### src/rtl/jafifo_pkg.sv
package jafifo_pkg;

  // Control fields, most significant first; bit 0 is the limit enable.
  typedef struct packed {
    logic ctr_en;
    logic und_ie;
    logic ovr_ie;
    logic lim_en;
  } jaf_cfg_t;

  localparam jaf_cfg_t CFG_RESET = '{ctr_en: 1'b0, und_ie: 1'b0, ovr_ie: 1'b0, lim_en: 1'b1};

endpackage

### src/rtl/jafifo_regs.sv
module jafifo_regs
  import jafifo_pkg::*;
(
  input  logic       clk,
  input  logic       rst,
  input  logic       cfg_we,
  input  logic [7:0] cfg_wdata,
  input  logic       sts_clr_we,
  input  logic [1:0] sts_clr,
  input  logic       ovr_ev,
  input  logic       und_ev,
  output jaf_cfg_t   cfg_q,
  output logic       ctr_pulse,
  output logic [1:0] sts_q,
  output logic       irq
);

  jaf_cfg_t   cfg_n;
  logic [1:0] clr_mask;
  logic [1:0] sts_n;
  logic [1:0] en_n;

  always_comb begin
    cfg_n    = cfg_we ? jaf_cfg_t'(cfg_wdata[3:0]) : cfg_q;
    clr_mask = sts_clr_we ? sts_clr : 2'b00;
    sts_n    = (sts_q & ~clr_mask) | {und_ev, ovr_ev};
    en_n     = {cfg_n.und_ie, cfg_n.ovr_ie};
  end

  always_ff @(posedge clk) begin
    if (rst) begin
      cfg_q     <= CFG_RESET;
      sts_q     <= 2'b00;
      irq       <= 1'b0;
      ctr_pulse <= 1'b0;
    end else begin
      cfg_q     <= cfg_n;
      sts_q     <= sts_n;
      irq       <= |(sts_n & en_n);
      ctr_pulse <= cfg_we && cfg_wdata[3] && !cfg_q.ctr_en;
    end
  end

  AST_STICKY_OVR: assert property (@(posedge clk) disable iff (rst)
    (sts_q[0] && !(sts_clr_we && sts_clr[0])) |=> sts_q[0]);
  AST_STICKY_UND: assert property (@(posedge clk) disable iff (rst)
    (sts_q[1] && !(sts_clr_we && sts_clr[1])) |=> sts_q[1]);
  AST_IRQ_MASKED: assert property (@(posedge clk) disable iff (rst)
    irq |-> ((sts_q[0] && cfg_q.ovr_ie) || (sts_q[1] && cfg_q.und_ie)));
  AST_PULSE_ENABLED: assert property (@(posedge clk) disable iff (rst)
    ctr_pulse |-> cfg_q.ctr_en);

endmodule

### src/rtl/jafifo_div.sv
module jafifo_div #(
  parameter int DIV_NOM    = 8,
  parameter int DEPTH      = 32,
  parameter int LIM_MARGIN = 1,
  parameter int FW         = 6
) (
  input  logic          clk,
  input  logic          rst,
  input  logic          lim_en,
  input  logic [FW-1:0] fill_q,
  output logic          rd_tick,
  output logic          out_clk
);

  localparam int CW = $clog2(DIV_NOM + 2);
  localparam logic [CW-1:0] LOAD_NOM  = CW'(DIV_NOM - 1);
  localparam logic [CW-1:0] LOAD_SLOW = CW'(DIV_NOM);
  localparam logic [CW-1:0] LOAD_FAST = CW'(DIV_NOM - 2);
  localparam logic [CW-1:0] HALF      = CW'(DIV_NOM / 2);
  localparam logic [FW-1:0] LO_EDGE   = FW'(LIM_MARGIN);
  localparam logic [FW-1:0] HI_EDGE   = FW'(DEPTH - LIM_MARGIN);

  logic [CW-1:0] cnt_q, cnt_n, load_v;

  always_comb begin
    if (lim_en && fill_q <= LO_EDGE)      load_v = LOAD_SLOW;
    else if (lim_en && fill_q >= HI_EDGE) load_v = LOAD_FAST;
    else                                  load_v = LOAD_NOM;
    rd_tick = (cnt_q == '0);
    cnt_n   = rd_tick ? load_v : cnt_q - 1'b1;
  end

  always_ff @(posedge clk) begin
    if (rst) begin
      cnt_q   <= LOAD_NOM;
      out_clk <= 1'b0;
    end else begin
      cnt_q   <= cnt_n;
      out_clk <= (cnt_n >= HALF);
    end
  end

  AST_PERIOD_RANGE: assert property (@(posedge clk) disable iff (rst)
    rd_tick |=> (cnt_q >= LOAD_FAST && cnt_q <= LOAD_SLOW));

endmodule

### src/rtl/jafifo_core.sv
module jafifo_core #(
  parameter int DEPTH      = 32,
  parameter int CTR_MARGIN = 4,
  parameter int AW         = 5,
  parameter int FW         = 6
) (
  input  logic          clk,
  input  logic          rst,
  input  logic          in_valid,
  input  logic          in_bit,
  input  logic          rd_tick,
  input  logic          ctr_req,
  input  logic          ctr_en,
  output logic [FW-1:0] fill_q,
  output logic          out_bit,
  output logic          out_tick,
  output logic          ovr_ev,
  output logic          und_ev
);

  localparam logic [FW-1:0] FULL    = FW'(DEPTH);
  localparam logic [FW-1:0] HALF    = FW'(DEPTH / 2);
  localparam logic [FW-1:0] CTR_LO  = FW'(CTR_MARGIN);
  localparam logic [FW-1:0] CTR_HI  = FW'(DEPTH - CTR_MARGIN);

  logic          mem [DEPTH];
  logic [AW:0]   wr_q, rd_q, wr_n, rd_n;
  logic          rd_do, ctr_act;

  always_comb begin
    und_ev  = rd_tick && (fill_q == '0);
    ovr_ev  = in_valid && !rd_tick && (fill_q == FULL);
    rd_do   = rd_tick && (fill_q != '0);
    ctr_act = ctr_req || (ctr_en && (fill_q < CTR_LO || fill_q > CTR_HI));
    wr_n    = wr_q + {{AW{1'b0}}, in_valid};
    rd_n    = rd_q + {{AW{1'b0}}, rd_do} + {{AW{1'b0}}, ovr_ev};
    if (ctr_act) rd_n = wr_n - HALF;
  end

  // Storage: write port without reset so a block RAM can be inferred.
  always_ff @(posedge clk) begin
    if (in_valid) mem[wr_q[AW-1:0]] <= in_bit;
  end

  always_ff @(posedge clk) begin
    if (rst) begin
      wr_q     <= '0;
      rd_q     <= '0;
      fill_q   <= '0;
      out_bit  <= 1'b0;
      out_tick <= 1'b0;
    end else begin
      wr_q     <= wr_n;
      rd_q     <= rd_n;
      fill_q   <= wr_n - rd_n;
      out_tick <= rd_tick;
      if (rd_do) out_bit <= mem[rd_q[AW-1:0]];
    end
  end

  AST_FILL_BOUND: assert property (@(posedge clk) disable iff (rst)
    fill_q <= FULL);
  AST_CENTER_HALF: assert property (@(posedge clk) disable iff (rst)
    ctr_act |=> (fill_q == HALF));
  AST_UNDER_HOLD: assert property (@(posedge clk) disable iff (rst)
    und_ev |=> $stable(out_bit));
  AST_NO_OVERFLOW: assert property (@(posedge clk) disable iff (rst)
    (ovr_ev && !ctr_act) |=> (fill_q == FULL));

endmodule

### src/rtl/jafifo_top.sv
module jafifo_top
  import jafifo_pkg::*;
#(
  parameter int DEPTH      = 32,
  parameter int DIV_NOM    = 8,
  parameter int CTR_MARGIN = 4,
  parameter int LIM_MARGIN = 1
) (
  input  logic                   clk,
  input  logic                   rst,
  input  logic                   in_valid,
  input  logic                   in_bit,
  input  logic                   cfg_we,
  input  logic [7:0]             cfg_wdata,
  output logic [7:0]             cfg_rdata,
  input  logic                   sts_clr_we,
  input  logic [1:0]             sts_clr,
  output logic [1:0]             sts,
  output logic [$clog2(DEPTH):0] fill,
  output logic                   out_bit,
  output logic                   out_tick,
  output logic                   out_clk,
  output logic                   irq
);

  localparam int AW = $clog2(DEPTH);
  localparam int FW = AW + 1;

  jaf_cfg_t      cfg_q;
  logic          ctr_pulse, ovr_ev, und_ev, rd_tick;
  logic [FW-1:0] fill_q;

  jafifo_regs u_regs (
    .clk(clk), .rst(rst), .cfg_we(cfg_we), .cfg_wdata(cfg_wdata),
    .sts_clr_we(sts_clr_we), .sts_clr(sts_clr), .ovr_ev(ovr_ev), .und_ev(und_ev),
    .cfg_q(cfg_q), .ctr_pulse(ctr_pulse), .sts_q(sts), .irq(irq)
  );

  jafifo_div #(.DIV_NOM(DIV_NOM), .DEPTH(DEPTH), .LIM_MARGIN(LIM_MARGIN), .FW(FW)) u_div (
    .clk(clk), .rst(rst), .lim_en(cfg_q.lim_en), .fill_q(fill_q),
    .rd_tick(rd_tick), .out_clk(out_clk)
  );

  jafifo_core #(.DEPTH(DEPTH), .CTR_MARGIN(CTR_MARGIN), .AW(AW), .FW(FW)) u_core (
    .clk(clk), .rst(rst), .in_valid(in_valid), .in_bit(in_bit), .rd_tick(rd_tick),
    .ctr_req(ctr_pulse), .ctr_en(cfg_q.ctr_en), .fill_q(fill_q), .out_bit(out_bit),
    .out_tick(out_tick), .ovr_ev(ovr_ev), .und_ev(und_ev)
  );

  assign cfg_rdata = {4'b0000, cfg_q};
  assign fill      = fill_q;

endmodule

### config.mk
export PLATFORM = sky130hd
export DESIGN_NAME = jafifo_top
export DESIGN_NICKNAME = d
export VERILOG_FILES = /design/src/rtl/jafifo_pkg.sv /design/src/rtl/jafifo_regs.sv /design/src/rtl/jafifo_div.sv /design/src/rtl/jafifo_core.sv /design/src/rtl/jafifo_top.sv
export SDC_FILE = /design/constraint.sdc
export NUM_CORES = 1
export LEC_CHECK = 0
export ABC_CLOCK_PERIOD_IN_PS = 10100
export BUFFER_PORTS_ARGS = -buffer_cell sky130_fd_sc_hd__buf_2
export CAP_MARGIN = 20
export CORE_MARGIN = 2
export CORE_UTILIZATION = 35
export CTS_CLUSTER_SIZE = 30
export DETAILED_ROUTE_END_ITERATION = 16
export PLACE_DENSITY = 0.57
export SLEW_MARGIN = 10
export SYNTH_ARGS = -nofsm -noshare
export SYNTH_HDL_FRONTEND = slang
export SYNTH_SLANG_ARGS = --single-unit
### constraint.sdc
create_clock -name clk -period 10.1 [get_ports clk]
set_input_delay 0.505 -clock clk [delete_from_list [all_inputs] [get_ports clk]]
set_output_delay 0.505 -clock clk [all_outputs]
set_load 0.02 [all_outputs]
==> impl_metrics.json <==
{
  "htree_num_levels": 3,
  "outcome": "complete, no violations",
  "irDropWorstVdd_v": 0.0000583,
  "area_delta_synth_final_pct": 12.5,
  "swShare_pct": 29.3,
  "cp.arrival_ns": 4.01,
  "drt-vias-per-instance": 5.06,
  "synth_top_area_share_pct": 31.1,
  "gp_congestion": 0.821,
  "cts_root_buf": "clkbuf_8",
  "nFillCells": 837,
  "dp_hpwl_mm": 4.16,
  "seqPwrFrac_pct": 47.8,
  "p_int_uw": 463,
  "dp_cells": 405,
  "cts_resized": 0,
  "start_util_pct": 35.8,
  "nets": 333,
  "worstPathRequired_ns": 10.37,
  "setup_viol": 0,
  "syn_area_um2": 3090,
  "clk_path_buf_depth": 2,
  "drt_first_pass_iters": 5,
  "power_frac_clock_pct": 32.8,
  "grt_max_degree": 33,
  "start_kind": "flop",
  "synthTopCellsByArea": "edfxtp_1 (31%), dfxtp_1 (21%), mux4_2 (7.3%)",
  "multi_input_area_um2": 1360,
  "drt_iter0_drc": 154,
  "dieHeight_um": 98.0,
  "async_reset_ff_share_pct": 0,
  "ys_types": 44,
  "rsz0062_at_grt": "no",
  "critPathCaptureType": "flop",
  "p_leak_nw": 1.30,
  "postCtsHoldBufs": 0,
  "power.density_nw_per_um2": 188,
  "synth_area_per_cell_um2": 10.9,
  "max_slew_margin_pct": 59.5,
  "grt_remaining_overflow": 0,
  "synth_edf_count": 32,
  "post_cts_buffers": 0,
  "drv_cap": 0,
  "drive_gt1_share_pct": 18.8,
  "finalPower_uw": 655,
  "ant_nets": 0,
  "p_sw_uw": 192,
  "worst_pin_slew_ns": 0.607,
  "finish.cell_count_without_fillers": 421,
  "core_um2": 8640,
  "min_period_ns": 3.74,
  "dieArea_um2": 9610,
  "yosys_warnings": 0,
  "wirelength_mm": 6.11,
  "cts.reportedPaths.clkPinSlew_ns": 0.07,
  "cts_num_sinks": 65,
  "drv_slew": 0,
  "min-delay-path-class": "input pin to flop",
  "num_rows": 34,
  "fin_skew_ns": 0.00743,
  "grt_pass1_wl_mm": 10.0,
  "yosysTopAreaCell": "edfxtp_1",
  "reg2reg_slack_ns": 6.36,
  "numCtsBuffers": 9,
  "timing.fmax_ghz": 0.267,
  "fin_setup_tns_ns": 0,
  "grt_pass1_vias": 2054,
  "diodes": 0,
  "finalCritPeriodShare_pct": 37.1,
  "portBuffers": 27,
  "clk_latency_ns": 0.34,
  "finalHoldViolations": 0,
  "cts_tree": "built",
  "wl_per_cell_um": 14.5,
  "hold_depth": 2,
  "synth_cells": 283,
  "synthFlopType": "dfxtp_1",
  "die_w_um": 98.0,
  "remaining_drc_errors": 0,
  "crit_type": "flop to flop",
  "grt_usage_pct": 13.2,
  "reg2reg_depth": 15,
  "comb_power_share_pct": 19.4,
  "route.vias.total": 2132,
  "ys_seq_area_share_pct": 52.4,
  "grt_antenna_before_repair": 0,
  "worstPathMaxFanout": 6,
  "regArea_um2": 1620,
  "num_io_pins": 36,
  "ys_ff_latch": 65
}
[through the flow]
stage | worst slack, ns | utilization, % | hold slack [ns] | instance area (um^2)
6_report | 6.36 | 40.3 | 0.372 | 3480
5_1_grt | 5.99 | 40.3 | 0.386 | 3480
4_1_cts | 6.34 | 40.3 | 0.358 | 3480
3_3_place_gp | 6.40 | 38.0 | 0.480 | 3290
2_1_floorplan | 6.78 | - | 0.472 | 3110
3_5_place_dp | 6.43 | 38.0 | 0.492 | 3290
[cell type report]
cell class,instances,area share (%)
flip-flops and latches,65,46.6
multi-input cells,196,39.1
repair buffers,27,3.88
well taps,108,3.88
clock buffers,9,3.56
clock inverters,7,2.05
inverters,9,0.971
[logic make-up (layout without fill, tap and decap cells)]
family / after synthesis / after routing / synth area share (%)
mux: 16 / 16 / 9.30
other cells: 1 / 4 / 0.121
compound gates: 41 / 41 / 9.18
buf+inv: 25 / 52 / 4.00
flops: 65 / 65 / 52.4
fa+ha+maj: 9 / 9 / 4.12
simple gates: 114 / 114 / 17.5
xor+xnor: 12 / 12 / 3.40
[power groups by stage]
stage          Sequential (mW)  Clock [mW]  Combinational, mW
6_report                 0.313       0.215              0.127
5_1_grt                  0.317       0.232              0.143
4_1_cts                  0.313       0.221              0.128
3_5_place_dp             0.320           0              0.126
3_3_place_gp             0.319           0              0.125
2_1_floorplan            0.320           0             0.0918
[cell usage after synthesis (all sizes together), types with 2 or more instances]
| master | count |
|---|---|
| mux2 | 2 |
| o21ai | 6 |
| xnor2 | 6 |
| a21o | 4 |
| a21oi | 8 |
| o21a | 2 |
| a31oi | 4 |
| nor2 | 54 |
| inv | 9 |
| a211o | 2 |
| o21ba | 2 |
| a211oi | 2 |
| o211ai | 2 |
| nand2b | 4 |
| dfxtp | 33 |
| nand4b | 2 |
| ha | 7 |
| nor3 | 6 |
| clkbuf | 5 |
| mux4 | 10 |
| o31ai | 3 |
| fa | 2 |
| xor2 | 6 |
| or3 | 2 |
| buf | 11 |
| nand3b | 7 |
| nand3 | 7 |
| a22o | 2 |
| nor2b | 7 |
| nand2 | 18 |
| or3b | 2 |
| edfxtp | 32 |
| mux2i | 4 |
| nor4 | 2 |
[sequential cells by signal, summed over array words and instances, names as in the netlist]
name,count
u_regs.irq,1
u_core.wr_q,6
u_regs.cfg_q,4
u_core.mem,32
u_regs.sts_q,2
u_core.fill_q,6
u_regs.ctr_pulse,1
u_div.out_clk,1
u_core.out_bit,1
u_div.cnt_q,4
u_core.out_tick,1
u_core.rd_q,6
[worst max-delay path, stage by stage (launching register included)]
cell      delay [ns]
dfxtp_1         0.38
inv_1           0.06
ha_1            0.26
and2_1          0.22
nor2_1          0.12
nand4b_1        0.19
fa_1            0.50
o21ai_0         0.24
ha_1            0.19
inv_1           0.06
fa_1            0.42
inv_1           0.11
a31oi_1         0.05
o221a_2         0.29
or4_1           0.46
a21oi_1         0.12
[layer usage]
| metal | vias up | part of all wire [%] | track usage [%] |
|---|---|---|---|
| li1 | 1054 | - | - |
| met3 | 10 | 4.0 | 2.86 |
| met2 | 43 | 48 | 20.5 |
| met1 | 1025 | 47 | 17.7 |
| met4 | 0 | 1.6 | 6.41 |
| met5 | - | 0 | 0 |
[worst paths after layout]
kind | start | to
worst min register to register | u_regs.sts_q[0] | u_regs.sts_q[0]
worst min-delay path | cfg_wdata[0] | u_regs.cfg_q[0]
worst max-delay path | u_div.cnt_q[0] | u_core.fill_q[4]
worst max register to register | u_div.cnt_q[0] | u_core.fill_q[4]
[cell usage in the layout (no fill, tap or decap), drive strengths merged, types with 3 or more instances in the layout]
cell,netlist,final
buf,11,27
nand2,18,18
mux2i,4,4
nand3b,7,7
nor2,54,54
o31ai,3,3
a21oi,8,8
inv,9,9
a21o,4,4
xor2,6,6
mux4,10,10
o21ai,6,6
nand3,7,7
a31oi,4,4
edfxtp,32,32
xnor2,6,6
nor3,6,6
ha,7,7
nor2b,7,7
dfxtp,33,33
nand2b,4,4
clkinv,0,4
conb,1,4
clkbuf,5,9
No activity file was read; power rests on OpenSTA's default activity.
